File: src/rtl/lin_rx_pkg.sv
package lin_rx_pkg;
  typedef enum logic [2:0] {
    S_IDLE, S_FETCH, S_BREAK, S_SYNC, S_PID, S_RESP
  } seq_state_e;

  localparam logic [7:0] SYNC_BYTE = 8'h55;

  function automatic logic [7:0] calc_pid(input logic [5:0] id);
    logic p0, p1;
    p0 = id[0] ^ id[1] ^ id[2] ^ id[4];
    p1 = ~(id[1] ^ id[3] ^ id[4] ^ id[5]);
    return {p1, p0, id};
  endfunction

  function automatic logic [7:0] add_carry(input logic [7:0] a, input logic [7:0] b);
    logic [8:0] t;
    t = {1'b0, a} + {1'b0, b};
    return t[7:0] + {7'b0, t[8]};
  endfunction
endpackage

File: src/rtl/lin_tx_ser.sv
module lin_tx_ser #(
  parameter int CPB  = 16,
  parameter int SH_W = 14,
  localparam int CNT_W = $clog2(CPB),
  localparam int NB_W  = $clog2(SH_W + 1)
) (
  input  logic            clk_i,
  input  logic            rst_ni,
  input  logic            load_i,
  input  logic [SH_W-1:0] pat_i,
  input  logic [NB_W-1:0] nbits_i,
  output logic            txd_o,
  output logic            last_o
);
  localparam logic [CNT_W-1:0] TICK_LAST = CNT_W'(CPB - 1);

  logic [SH_W-1:0]  sh_q;
  logic [NB_W-1:0]  left_q;
  logic [CNT_W-1:0] tick_q;
  logic             busy;

  assign busy   = (left_q != '0);
  assign last_o = busy && (tick_q == TICK_LAST) && (left_q == NB_W'(1));
  assign txd_o  = busy ? sh_q[0] : 1'b1;

  always_ff @(posedge clk_i or negedge rst_ni) begin
    if (!rst_ni) begin
      sh_q   <= '1;
      left_q <= '0;
      tick_q <= '0;
    end else if (load_i) begin
      sh_q   <= pat_i;
      left_q <= nbits_i;
      tick_q <= '0;
    end else if (busy) begin
      if (tick_q == TICK_LAST) begin
        tick_q <= '0;
        sh_q   <= {1'b1, sh_q[SH_W-1:1]};
        left_q <= left_q - NB_W'(1);
      end else begin
        tick_q <= tick_q + CNT_W'(1);
      end
    end
  end

  AST_LOAD_FREE: assert property (@(posedge clk_i) disable iff (!rst_ni)
    load_i |-> (!busy || last_o));
endmodule

File: src/rtl/lin_rx_deser.sv
module lin_rx_deser #(
  parameter int CPB = 16,
  localparam int CNT_W = $clog2(CPB)
) (
  input  logic       clk_i,
  input  logic       rst_ni,
  input  logic       en_i,
  input  logic       rxd_i,
  output logic       valid_o,
  output logic [7:0] byte_o
);
  localparam logic [CNT_W-1:0] TICK_LAST = CNT_W'(CPB - 1);
  localparam logic [CNT_W-1:0] TICK_HALF = CNT_W'(CPB / 2 - 1);

  typedef enum logic [1:0] {D_IDLE, D_START, D_DATA, D_STOP} dstate_e;

  dstate_e          st_q;
  logic             s1_q, s2_q;
  logic [CNT_W-1:0] cnt_q;
  logic [2:0]       bit_q;
  logic [7:0]       sh_q;

  assign byte_o = sh_q;

  always_ff @(posedge clk_i or negedge rst_ni) begin
    if (!rst_ni) begin
      s1_q <= 1'b1;
      s2_q <= 1'b1;
    end else begin
      s1_q <= rxd_i;
      s2_q <= s1_q;
    end
  end

  always_ff @(posedge clk_i or negedge rst_ni) begin
    if (!rst_ni) begin
      st_q    <= D_IDLE;
      cnt_q   <= '0;
      bit_q   <= '0;
      sh_q    <= '0;
      valid_o <= 1'b0;
    end else begin
      valid_o <= 1'b0;
      if (!en_i) begin
        st_q <= D_IDLE;
      end else begin
        unique case (st_q)
          D_IDLE: if (!s2_q) begin
            st_q  <= D_START;
            cnt_q <= '0;
          end
          D_START: if (cnt_q == TICK_HALF) begin
            cnt_q <= '0;
            bit_q <= '0;
            st_q  <= s2_q ? D_IDLE : D_DATA;
          end else cnt_q <= cnt_q + CNT_W'(1);
          D_DATA: if (cnt_q == TICK_LAST) begin
            cnt_q <= '0;
            sh_q  <= {s2_q, sh_q[7:1]};
            bit_q <= bit_q + 3'd1;
            if (bit_q == 3'd7) st_q <= D_STOP;
          end else cnt_q <= cnt_q + CNT_W'(1);
          D_STOP: if (cnt_q == TICK_LAST) begin
            cnt_q   <= '0;
            st_q    <= D_IDLE;
            valid_o <= s2_q;
          end else cnt_q <= cnt_q + CNT_W'(1);
          default: st_q <= D_IDLE;
        endcase
      end
    end
  end

  AST_VALID_EN: assert property (@(posedge clk_i) disable iff (!rst_ni)
    valid_o |-> $past(en_i));
endmodule

File: src/rtl/lin_rx_dma_ctrl.sv
module lin_rx_dma_ctrl
  import lin_rx_pkg::*;
#(
  parameter int CLKS_PER_BIT = 16,
  parameter int BRK_BITS     = 13,
  parameter int LEN_MAX      = 8,
  parameter int WORD_W       = 16
) (
  input  logic              clk_i,
  input  logic              rst_ni,
  input  logic              lin_mode_i,
  input  logic              tx_en_i,
  input  logic              rx_en_i,
  input  logic              rxdma_en_i,
  output logic              txdma_req_o,
  input  logic              txdma_ack_i,
  input  logic [WORD_W-1:0] txdma_data_i,
  output logic              rxdma_req_o,
  input  logic              rxdma_ack_i,
  output logic [7:0]        rxdma_data_o,
  output logic              txd_o,
  input  logic              rxd_i,
  output logic              tx_active_o,
  output logic              rx_active_o,
  output logic              cksum_err_o,
  input  logic              stop_req_i,
  output logic              stop_ack_o
);
  localparam int SH_W  = BRK_BITS + 1;
  localparam int NB_W  = $clog2(SH_W + 1);
  localparam int LEN_W = 4;
  localparam int REM_W = $clog2(LEN_MAX + 2);
  localparam logic [LEN_W-1:0] LEN_CAP = LEN_W'(LEN_MAX);

  seq_state_e       state_q;
  logic [7:0]       pid_q, sum_q, rxdata_q;
  logic [LEN_W-1:0] len_q;
  logic [REM_W-1:0] remain_q;
  logic             enh_q, err_q, rxreq_q;
  logic             enable;

  logic             ser_load, ser_last;
  logic [SH_W-1:0]  ser_pat;
  logic [NB_W-1:0]  ser_nb;
  logic             rx_valid;
  logic [7:0]       rx_byte;
  logic [LEN_W-1:0] len_in;

  assign enable       = lin_mode_i & tx_en_i & rx_en_i & rxdma_en_i;
  assign len_in       = txdma_data_i[9:6];
  assign txdma_req_o  = (state_q == S_FETCH);
  assign tx_active_o  = (state_q == S_BREAK) || (state_q == S_SYNC) || (state_q == S_PID);
  assign rx_active_o  = (state_q == S_RESP);
  assign rxdma_req_o  = rxreq_q;
  assign rxdma_data_o = rxdata_q;
  assign cksum_err_o  = err_q;
  assign stop_ack_o   = stop_req_i && (state_q == S_IDLE) && !rxreq_q;

  // next character is loaded in the last cycle of the current one: no idle gap
  always_comb begin
    ser_load = 1'b0;
    ser_pat  = '1;
    ser_nb   = '0;
    unique case (state_q)
      S_FETCH: if (txdma_ack_i) begin
        ser_load = 1'b1;
        ser_pat  = {1'b1, {BRK_BITS{1'b0}}};
        ser_nb   = NB_W'(SH_W);
      end
      S_BREAK: if (ser_last) begin
        ser_load     = 1'b1;
        ser_pat[9:0] = {1'b1, SYNC_BYTE, 1'b0};
        ser_nb       = NB_W'(10);
      end
      S_SYNC: if (ser_last) begin
        ser_load     = 1'b1;
        ser_pat[9:0] = {1'b1, pid_q, 1'b0};
        ser_nb       = NB_W'(10);
      end
      default: ;
    endcase
  end

  always_ff @(posedge clk_i or negedge rst_ni) begin
    if (!rst_ni) begin
      state_q  <= S_IDLE;
      pid_q    <= '0;
      len_q    <= '0;
      enh_q    <= 1'b0;
      remain_q <= '0;
      sum_q    <= '0;
      err_q    <= 1'b0;
      rxreq_q  <= 1'b0;
      rxdata_q <= '0;
    end else begin
      if (rxreq_q && rxdma_ack_i) rxreq_q <= 1'b0;
      unique case (state_q)
        S_IDLE: if (enable && !stop_req_i) state_q <= S_FETCH;
        S_FETCH: if (txdma_ack_i) begin
          pid_q   <= calc_pid(txdma_data_i[5:0]);
          len_q   <= (len_in > LEN_CAP) ? LEN_CAP : len_in;
          enh_q   <= txdma_data_i[10];
          err_q   <= 1'b0;
          state_q <= S_BREAK;
        end
        S_BREAK: if (ser_last) state_q <= S_SYNC;
        S_SYNC:  if (ser_last) state_q <= S_PID;
        S_PID: if (ser_last) begin
          remain_q <= REM_W'(len_q) + REM_W'(1);
          sum_q    <= enh_q ? pid_q : 8'h00;
          state_q  <= S_RESP;
        end
        S_RESP: if (rx_valid) begin
          if (remain_q == REM_W'(1)) begin
            err_q   <= (rx_byte != ~sum_q);
            state_q <= S_IDLE;
          end else begin
            rxdata_q <= rx_byte;
            rxreq_q  <= 1'b1;
            sum_q    <= add_carry(sum_q, rx_byte);
            remain_q <= remain_q - REM_W'(1);
          end
        end
        default: state_q <= S_IDLE;
      endcase
    end
  end

  lin_tx_ser #(.CPB(CLKS_PER_BIT), .SH_W(SH_W)) u_ser (
    .clk_i  (clk_i),
    .rst_ni (rst_ni),
    .load_i (ser_load),
    .pat_i  (ser_pat),
    .nbits_i(ser_nb),
    .txd_o  (txd_o),
    .last_o (ser_last)
  );

  lin_rx_deser #(.CPB(CLKS_PER_BIT)) u_deser (
    .clk_i  (clk_i),
    .rst_ni (rst_ni),
    .en_i   (rx_active_o),
    .rxd_i  (rxd_i),
    .valid_o(rx_valid),
    .byte_o (rx_byte)
  );

  AST_TXREQ_HOLD: assert property (@(posedge clk_i) disable iff (!rst_ni)
    txdma_req_o && !txdma_ack_i |=> txdma_req_o);
  AST_FETCH_GATED: assert property (@(posedge clk_i) disable iff (!rst_ni)
    $rose(txdma_req_o) |-> $past(enable && !stop_req_i));
  AST_RXREQ_HOLD: assert property (@(posedge clk_i) disable iff (!rst_ni)
    rxdma_req_o && !rxdma_ack_i |=> rxdma_req_o && $stable(rxdma_data_o));
  AST_TXD_IDLE: assert property (@(posedge clk_i) disable iff (!rst_ni)
    !tx_active_o |-> txd_o);
  AST_ACTIVE_EXCL: assert property (@(posedge clk_i) disable iff (!rst_ni)
    !(tx_active_o && rx_active_o));
  AST_STOP_GATE: assert property (@(posedge clk_i) disable iff (!rst_ni)
    stop_ack_o |-> !tx_active_o && !rx_active_o && !txdma_req_o && !rxdma_req_o);
endmodule

File: config.mk
export PLATFORM = sky130hd
export DESIGN_NAME = lin_rx_dma_ctrl
export DESIGN_NICKNAME = d
export VERILOG_FILES = /design/src/rtl/lin_rx_pkg.sv /design/src/rtl/lin_tx_ser.sv /design/src/rtl/lin_rx_deser.sv /design/src/rtl/lin_rx_dma_ctrl.sv
export SDC_FILE = /design/constraint.sdc
export NUM_CORES = 1
export LEC_CHECK = 0
export ABC_AREA = 1
export BUFFER_PORTS_ARGS = -buffer_cell sky130_fd_sc_hd__buf_2
export CAP_MARGIN = 20
export CORE_UTILIZATION = 54
export DETAILED_ROUTE_END_ITERATION = 10
export PLACE_DENSITY = 0.76
export SLEW_MARGIN = 5
export SYNTH_ARGS = -nofsm -noshare
export SYNTH_HDL_FRONTEND = slang
export SYNTH_SLANG_ARGS = --single-unit
File: constraint.sdc
create_clock -name clk_i -period 2.15 [get_ports clk_i]
set_input_delay 0.215 -clock clk_i [delete_from_list [all_inputs] [get_ports clk_i]]
set_output_delay 0.215 -clock clk_i [all_outputs]
set_load 0.03 [all_outputs]
==> results of run 1 <==
through the flow:
stage | TNS (ps) | hold slack [ps] | power (mW)
5_1_grt | -979 | 23.3 | 6.83
3_3_place_gp | -23.5 | 231 | 4.84
3_5_place_dp | -284 | 237 | 4.94
2_1_floorplan | 0 | -80.6 | 4.30
6_report | -300 | 13.4 | 6.33
4_1_cts | -27.9 | 3.11 | 6.22
per-layer routing:
layer	vias to the layer above	global-route usage [%]	part of all wire (%)	wire (µm)
met5	-	0	0	0
met4	0	11.3	2.5	251
met3	23	4.47	3.7	363
met2	76	39.7	48	4780
met1	1797	31.1	46	4510
li1	1910	-	-	-
cell families after synthesis:
logic type	Yosys count	synth area share (%)
AO/OA/AOI/OAI	105	14.6
XOR/XNOR	16	3.09
adder cells (fa/ha/maj)	25	7.07
buffers and inverters	72	6.93
flip-flops	79	44.0
AND/OR/NAND/NOR	246	24.3
worst max-delay path, stage by stage, from the launching register on:
cell,delay [ps]
dfrtp_1,430
ha_4,190
fa_2,360
nand3_2,90
a21oi_2,50
a211o_1,260
buf_4,150
ha_4,160
nand3_2,90
xnor2_1,140
nand2_1,100
a31oi_2,140
final timing paths:
check,from,end,slack [ps]
worst max-delay path,sum_q[0],sum_q[3],-100
worst min-delay path,rxdma_ack_i,rxdma_req_o,10
worst max register to register,sum_q[0],sum_q[3],-100
worst min register to register,u_deser.s1_q,u_deser.s2_q,380
max in group asynchronous,rst_ni,u_ser.sh_q[2],1110
min in group asynchronous,rst_ni,rxdma_data_o[6],360
layout by cell type (no fill, tap or decap), drive strengths merged, types with 2 or more instances in the layout:
cell	instances
a21oi	20
a31oi	9
buf	66
bufinv	2
clkbuf	10
clkinv	3
dfrtp	64
dfstp	15
dlygate4sd3	2
ha	24
inv	59
nand2	157
nand3	31
nand4	3
nor2	48
nor3	4
o211ai	9
o21a	3
o21ai	56
xnor2	7
xor2	9
sequential cells by signal (all words and copies together) (netlist names), 8 cells and up:
register,flops
pid_q,8
rxdma_data_o,8
sum_q,8
u_deser.byte_o,8
u_ser.sh_q,13
power by group through the flow:
stage | registers, mW | clock network [mW] | logic (mW)
2_1_floorplan | 2.23 | 0 | 2.08
3_3_place_gp | 2.32 | 0 | 2.52
3_5_place_dp | 2.34 | 0 | 2.60
4_1_cts | 2.32 | 1.24 | 2.67
5_1_grt | 2.39 | 1.31 | 3.13
6_report | 2.34 | 1.22 | 2.78
cell usage after synthesis, types with 4 or more instances:
| cell | count | share of area [%] |
|---|---|---|
| nand2_1 | 152 | 13 |
| dfrtp_1 | 64 | 35 |
| inv_1 | 51 | 4.2 |
| o21ai_0 | 47 | 5.2 |
| nor2_1 | 40 | 3.3 |
| nand3_1 | 30 | 3.3 |
| ha_1 | 24 | 6.6 |
| a21oi_1 | 17 | 1.9 |
| dfstp_2 | 15 | 8.7 |
| xor2_1 | 9 | 1.7 |
| o211ai_1 | 8 | 1.3 |
| o21ai_1 | 8 | 0.88 |
| inv_2 | 7 | 0.58 |
| xnor2_1 | 7 | 1.4 |
| buf_6 | 5 | 1.2 |
| a31oi_1 | 4 | 0.55 |
| a31oi_2 | 4 | 1.1 |
| nor3_1 | 4 | 0.44 |
cell type report:
class	count	area [µm²]
clock inverters	6	85.1
inverters	59	224
multi-input cells	392	2380
fillers	675	2780
well taps	105	131
flip-flops and latches	79	2000
repair buffers	68	443
clock buffers	10	128
timing repair:
| action | in CTS | in global routing |
|---|---|---|
| resized for setup | 7 | 17 |
| gates cloned | 0 | 0 |
| pin swaps | 9 | 8 |
| endpoints found under the setup margin | 7 | 12 |
| setup buffers | 3 | 5 |
| hold buffers | 2 | 0 |
| endpoints found under the hold margin | 36 | 0 |
==> impl_metrics.ini, run 1 <==
[run_status]
status = finished with violations
violations = negative setup slack

[grt]
antenna_found_initial = 0
grt_overflow = 0
grt_max_degree = 41
grt_pass1_wl_mm = 16.4
grt_pass1_vias = 3635
grt_use_total_pct = 24.2

[layout]
syn_to_final_growth_pct = 19.0
fin_nets = 660
final_util_pct = 65.9
layout-drive-gt1-share_pct = 25.2
final_cell_count_no_fill = 719
diodes = 0
design_area_um2 = 5390

[logic_synthesis]
yosysUniqueCellTypes = 47
ys_warn_count = 0
ys_ff_latch = 79
synth_edf_count = 0
async_reset_ff_share_pct = 100
synthesis.area_um2 = 4530
synth_seq_area_share_pct = 44.0
syn_nets = 594
postSynthAreaPerCell_um2 = 8.35
synth_flop_cell = dfrtp_1
synth_cells = 543

[drt]
drt_wl_total_mm = 9.90
drt-wirelength-per-cell_um = 13.8
vias = 3806
drc_errors = 0
vias_per_cell = 5.29
final_antenna_net_count = 0
drtIter0Drc = 232
firstDrtPassIters = 4

[timing]
rsz0062_at_grt = yes
slew_headroom_pct = 63.9
timing.final.hold_violations = 0
period_needed_ps = 2250
period_share_pct = 105
setup_viol = 6
fin_ws_ps = -105
slew_violations = 0
tightest_slew_ps = 542
fin_skew_ps = 12.9
fmax_mhz = 443

[critical_path]
crit_type = reg -> reg
rr_worst_depth = 11
critPathCaptureType = flop
cp_max_fo = 2
cp-start-kind = flop
worst_ep_required_time_ps = 2430
critical_path_arrival_ps = 2540

[clock_network]
clk_pin_slew_ps = 90
cts_root_buf = clkbuf_8
tritoncts = done
numCtsBuffers = 9
cts.path.max_buffers = 2
clock-sinks = 79
clkLatencyLatePin_ps = 360
cts-htree-levels = 3

[die]
design.die.area_um2 = 8760
die_h_um = 93.6
core_area_um2 = 8180
ios = 41
start_util_pct = 55.4
num_rows = 33
die_w_um = 93.6

[min_path]
worstHoldPathType = in -> reg
min_path_cells = 2

[flow_run]
maxCapViolations = 0

[pwr]
switching_share_pct = 42.0
p_comb_share_pct = 43.9
power.density_nw_per_um2 = 1170
intPower_mw = 3.67
power_switching_mw = 2.66
pwr-share-seq_pct = 36.9
leakage_nw = 2.63
p_clk_share_pct = 19.2
irDropWorstVdd_v = 0.000620

[place]
dp.cells = 693
placed_area_um2 = 4960
gp_congestion = 0.857
dp_hpwl_mm = 6.90
dp_slack_ps = -74.8
port_buffers = 35
Note: power is estimated with default switching activity, not from simulation.
==> inputs of run 2 (changes only) <==
--- a/config.mk
+++ b/config.mk
@@ -6,11 +6,12 @@
 export NUM_CORES = 1
 export LEC_CHECK = 0
 export ABC_AREA = 1
-export BUFFER_PORTS_ARGS = -buffer_cell sky130_fd_sc_hd__buf_2
 export CAP_MARGIN = 20
-export CORE_UTILIZATION = 54
+export CORE_UTILIZATION = 58
 export DETAILED_ROUTE_END_ITERATION = 10
+export DONT_BUFFER_PORTS = 1
 export PLACE_DENSITY = 0.76
+export SETUP_SLACK_MARGIN = 0.3
 export SLEW_MARGIN = 5
 export SYNTH_ARGS = -nofsm -noshare
 export SYNTH_HDL_FRONTEND = slang
==> run 2 against run 1 <==
The run ends with negative hold slack left. Register-to-register slack improved by 140 ps. First-iteration DRC count decreased by 1.3%. Final cell count decreased by 3.3%. Count of clock-buffer cells in the layout decreased by 1. Non-clock buffer count decreased by 18. Sequential share of layout area increased by 0.18 points. Sequential power about the same. Critical path depth increased by 2. Total power decreased by 1.1%. Setup slack improved by 140 ps. Via count decreased by 1.2%. Critical path type unchanged. Critical endpoint is now sum_q[5].
==> impl_metrics.ini, run 2 (synthesis gave the netlist of run 1 again) <==
[critical_path]
r2r_slack_ps = 40
critical_path_arrival_ps = 2420
crit_type = reg -> reg
cp-start-kind = flop
r2r-start = u_deser.byte_o[0]
critPathCaptureType = flop
cp_max_fo = 4
worst_ep_required_time_ps = 2450
rr_worst_depth = 13
r2r_end = sum_q[5]

[layout]
regMostFlops = u_ser.sh_q
fin_nets = 642
diodes = 0
layout-drive-gt1-share_pct = 23.7
design_area_um2 = 5370
layout_commonest_cell = nand2_1
syn_to_final_growth_pct = 18.4
layout_common_cells = nand2_1, dfrtp_1, inv_1
final_cell_count_no_fill = 695
largest_reg_flops = 13
final_util_pct = 72.4

[pwr]
switching_share_pct = 43.8
power.density_nw_per_um2 = 1170
power_switching_mw = 2.74
irDropWorstVdd_v = 0.000718
p_clk_share_pct = 16.5
leakage_nw = 2.50
pwr-share-seq_pct = 37.9
p_comb_share_pct = 45.7
total_power_mw = 6.26
intPower_mw = 3.52

[drt]
drtIter0Drc = 229
vias_per_cell = 5.41
firstDrtPassIters = 4
drc_errors = 0
drt_wl_total_mm = 10.2
drt-wirelength-per-cell_um = 14.6
final_antenna_net_count = 0
vias = 3762

[clock_network]
clk_pin_slew_ps = 90
cts_root_buf = clkbuf_8
cts_hold_buf = 12
numCtsBuffers = 9
clock-sinks = 79
cts-htree-levels = 3
clkLatencyLatePin_ps = 370
cts.path.max_buffers = 2
tritoncts = done

[timing]
period_share_pct = 98.3
period_needed_ps = 2110
fin_ws_ps = 36.6
slew_headroom_pct = 68.8
fmax_mhz = 473
setup_viol = 0
fin_skew_ps = 18.2
tightest_slew_ps = 467
timing.final.hold_violations = 79
hold_slack_ps = -475
rsz0062_at_grt = yes
slew_violations = 0
tns_ps = 0

[grt]
grt_overflow = 0
antenna_found_initial = 0
top_usage_layer = met2
grt_pass1_vias = 3534
use_met1_pct = 32.5
use_met2_pct = 43.2
grt_use_total_pct = 25.4
use_met3_pct = 5.81
grt_max_degree = 80
grt_pass1_wl_mm = 16.5

[place]
port_buffers = 0
dp.cells = 646
dp_hpwl_mm = 6.89
placed_area_um2 = 4730
gp_congestion = 0.873
dp_slack_ps = -47.1

[run_status]
violations = negative hold slack
status = finished with violations

[die]
core_area_um2 = 7410
die_h_um = 90.4
design.die.area_um2 = 8170
num_rows = 31
ios = 41
die_w_um = 90.4
start_util_pct = 61.2

[flow_run]
maxCapViolations = 0

[min_path]
worstHoldPathType = in -> async
[run 2: cell type report]
type                       instances  area, µm²
inverter                          59        253
tap                               99        124
clock inverter                     7       56.3
multi-input combinational        392       2410
timing repair buffer              50        405
clock buffer                       9        124
sequential                        79       2000
fill                             526       2040
[run 2: power by group through the flow]
stage	sequential [mW]	clock, mW	combinational, mW
after floorplan	2.23	0	2.09
after global placement	2.33	0	2.38
after detailed placement	2.35	0	2.47
after CTS	2.35	1.05	2.59
after global routing	2.40	1.10	3.19
final	2.37	1.03	2.86
[run 2: what timing repair did]
| item | in CTS | in global routing |
|---|---|---|
| pin swaps | 8 | 14 |
| gates resized for setup | 14 | 32 |
| hold endpoints to repair | 91 | 79 |
| buffers inserted | 7 | 14 |
| setup endpoints to repair | 22 | 37 |
[run 2: how the worst max path moves through the flow]
stage                           start        to  depth (start not counted)
finish              u_deser.byte_o[0]  sum_q[5]                         13
global route                 sum_q[3]  sum_q[6]                         15
CTS                          sum_q[5]  sum_q[6]                         14
detailed placement  u_deser.byte_o[0]  sum_q[7]                         11
global placement    u_deser.byte_o[0]  sum_q[7]                         12
floorplan           u_deser.byte_o[0]  sum_q[6]                         14
[run 2: routing by layer]
metal | share of wire [%] | up-vias | wire (µm)
li1 | - | 1872 | -
met2 | 50 | 67 | 5060
met1 | 44 | 1805 | 4510
met3 | 3.7 | 18 | 377
met5 | 0 | - | 0
met4 | 2.0 | 0 | 207
[run 2: worst max-delay path, stage by stage, from the launching register on]
cell	delay (ps)
dfrtp_1	410
ha_4	170
fa_2	340
nand3_2	90
a21oi_2	50
a211o_1	300
ha_2	190
nand2_2	80
nor2_4	60
nand3_4	70
inv_2	50
nand2_1	50
nand3_1	80
a21oi_2	120
==> inputs of run 3 (changes only) <==
--- a/config.mk
+++ b/config.mk
@@ -10,9 +10,10 @@
 export CORE_UTILIZATION = 58
 export DETAILED_ROUTE_END_ITERATION = 10
 export DONT_BUFFER_PORTS = 1
-export PLACE_DENSITY = 0.76
+export PLACE_DENSITY_LB_ADDON = 0.08
 export SETUP_SLACK_MARGIN = 0.3
 export SLEW_MARGIN = 5
 export SYNTH_ARGS = -nofsm -noshare
 export SYNTH_HDL_FRONTEND = slang
+export SYNTH_HIERARCHICAL = 1
 export SYNTH_SLANG_ARGS = --single-unit
==> run 3 against run 2 <==
The flow finishes with violations (negative hold slack, negative setup slack). Synthesized cell count increased by 8.8%. Sequential power rose by 7%. Total power up 14%. Critical path depth unchanged. Via count is 11% higher. Utilization rose by 1.4 points. Largest cell class unchanged.
==> impl_metrics.ini, run 3 <==
[run_status]
status = finished with violations
violations = negative hold slack, negative setup slack

[grt]
antenna_found_initial = 0
grt_max_degree = 81
grt_use_total_pct = 27.3
grt_overflow = 0
grt_pass1_vias = 4082
grt_pass1_wl_mm = 18.1

[clock_network]
numCtsBuffers = 9
cts_root_buf = clkbuf_8
cts.path.max_buffers = 2
cts_hold_buf = 11
cts-htree-levels = 3
clk_pin_slew_ps = 80
tritoncts = done
clock-sinks = 80
clkLatencyLatePin_ps = 360

[place]
dp_slack_ps = -177
dp_hpwl_mm = 7.56
gp_congestion = 0.861
port_buffers = 0
dp.cells = 721
placed_area_um2 = 5060

[logic_synthesis]
synth_seq_area_share_pct = 43.1
synthesis.area_um2 = 4690
async_reset_ff_share_pct = 100
synth_common_cells = nand2_1, dfrtp_1, inv_1
syn_nets = 637
synth.mux.area_fraction_pct = 2.13
synth_cells = 591
postSynthAreaPerCell_um2 = 7.93
synth_xor_area_share_pct = 2.24
synth_most_common_cell = nand2_1
synth-simple-area-share_pct = 28.1
ys_top_cells_by_area = dfrtp_1, nand2_1, dfstp_2
ys_ff_latch = 80
yosysUniqueCellTypes = 44
synth_compound_area_share_pct = 11.1
netlist.area_leader.share_pct = 34.2
synth_edf_count = 0
synth_flop_cell = dfrtp_1
synth_top_family_by_area = simple AND/OR/NAND/NOR gates
ys_warn_count = 6
synthAdderAreaFrac_pct = 5.50
synth_largest_area_cell = dfrtp_1

[die]
die_h_um = 91.9
core_area_um2 = 7770
ios = 41
design.die.area_um2 = 8450
start_util_pct = 60.4
die_w_um = 91.9
num_rows = 32

[drt]
drtIter0Drc = 229
final_antenna_net_count = 0
drt_wl_total_mm = 11.2
drt-wirelength-per-cell_um = 14.6
vias_per_cell = 5.41
route.met2.wl_mm = 5.66
drc_errors = 0
dr.max_layer_used = met4
wl_met3_um = 357
firstDrtPassIters = 4
vias = 4162
wl_met1_mm = 4.82

[pwr]
irDropWorstVdd_v = 0.000475
total_power_mw = 7.14
power.density_nw_per_um2 = 1240
leakage_nw = 2.84

[timing]
tns_ps = -647
setup_viol = 7
rsz0062_at_grt = yes
slew_headroom_pct = 57.3
fin_skew_ps = 12.1
hold_slack_ps = -457
period_needed_ps = 2300
period_share_pct = 107
fmax_mhz = 434
timing.final.hold_violations = 81
tightest_slew_ps = 634
fin_ws_ps = -152
slew_violations = 0

[layout]
layout-drive-gt1-share_pct = 29.2
diodes = 0
syn_to_final_growth_pct = 22.3
regMostFlops = u_ser/sh_q
design_area_um2 = 5740
fin_nets = 709
final_cell_count_no_fill = 770
largest_reg_flops = 14
layout_common_cells = nand2_1, dfrtp_1, inv_1
layout_commonest_cell = nand2_1

[critical_path]
path_cells = ha_2, fa_2, nand3_2, nand2_2, a221o_1, ha_2, nand2_2, nor2_4, nand2_2, nor2_4, nand3b_1, nand3_2, a21oi_2
critPathCaptureType = flop
cp-start-kind = flop
r2r-start = sum_q[0]
r2r_slack_ps = -150
rr_worst_depth = 13
worst_ep_required_time_ps = 2430
cpMaxStageDelayCell = dfrtp_1
critical_path_arrival_ps = 2580
cp_max_fo = 3
r2r_end = sum_q[6]
crit_type = reg -> reg
crit_top_cell = nand2_2
cpPeakStageDelay_ps = 400

[flow_run]
maxCapViolations = 0

[min_path]
worstHoldPathType = in -> async
## run 3: cell count changes after synthesis, moves of 5 or more
cell | before | now
nand2_2 | 2 | 7
o211ai_1 | 8 | 2
inv_1 | 51 | 60
mux2_2 | 0 | 8
nand3_1 | 30 | 36
ha_1 | 24 | 19
nand2_1 | 152 | 182
## run 3: logic make-up (layout without fill, tap and decap cells)
logic type                 count (synthesis)  after routing
and+or+nand+nor                          293            293
AOI/OAI and AO/OA                         94             95
buffers and inverters                     81            157
DFF                                       80             80
adders and majority gates                 20             20
xor gates and xnor gates                  12             12
muxes                                      9              9
other                                      2              2
## run 3: timing repair
| item | in CTS | in global routing |
|---|---|---|
| endpoints found under the hold margin | 91 | 80 |
| gates resized for setup | 25 | 50 |
| pin swaps | 23 | 11 |
| buffers inserted | 12 | 8 |
| endpoints found under the setup margin | 36 | 27 |
| cloned | 2 | 0 |
## run 3: worst max-delay path by stage
| stage | from | endpoint | slack [ps] | cells past startpoint |
|---|---|---|---|---|
| after floorplan | u_deser/byte_o[0] | sum_q[5] | -40 | 13 |
| after global placement | u_deser/byte_o[0] | sum_q[7] | -90 | 14 |
| after detailed placement | u_deser/byte_o[0] | sum_q[6] | -180 | 13 |
| after CTS | sum_q[0] | sum_q[6] | -130 | 13 |
| after global routing | sum_q[0] | sum_q[6] | -240 | 13 |
| final | sum_q[0] | sum_q[6] | -150 | 13 |
## run 3: layer usage
| layer | track usage, % | vias up |
|---|---|---|
| li1 | - | 2047 |
| met1 | 33.6 | 1983 |
| met4 | 13.0 | 0 |
| met2 | 47.5 | 109 |
| met5 | 0 | - |
| met3 | 3.32 | 23 |
## run 3: layout make-up
cell class	instances	area (µm²)
clock buffers	13	149
clock inverters	3	17.5
fillers	589	2030
inverters	70	272
multi-input cells	431	2540
flip-flops and latches	80	2020
well taps	102	128
repair buffers	70	603
repair inverters	1	7.51
## run 3: power breakdown
group / internal (mW) / total, mW / switching [mW]
Sequential: 2.10 / 2.53 / 0.433
Clock: 0.449 / 0.989 / 0.540
Combinational: 1.48 / 3.62 / 2.14
Total: 4.03 / 7.14 / 3.11
## run 3: stage by stage
step / util (%) / hold WS [ps]
finish: 73.9 / -457
global route: 73.9 / -472
CTS: 71.1 / -470
detailed placement: 65.1 / -78.2
global placement: 65.1 / -78.6
floorplan: - / -80.6
## run 3: critical path, delay by kind of cell (launching register included)
kind                     cells  cell delay, ps
AO/OA/AOI/OAI                2             480
flip-flops                   1             400
adder cells (fa/ha/maj)      3             780
AND/OR/NAND/NOR              8             580
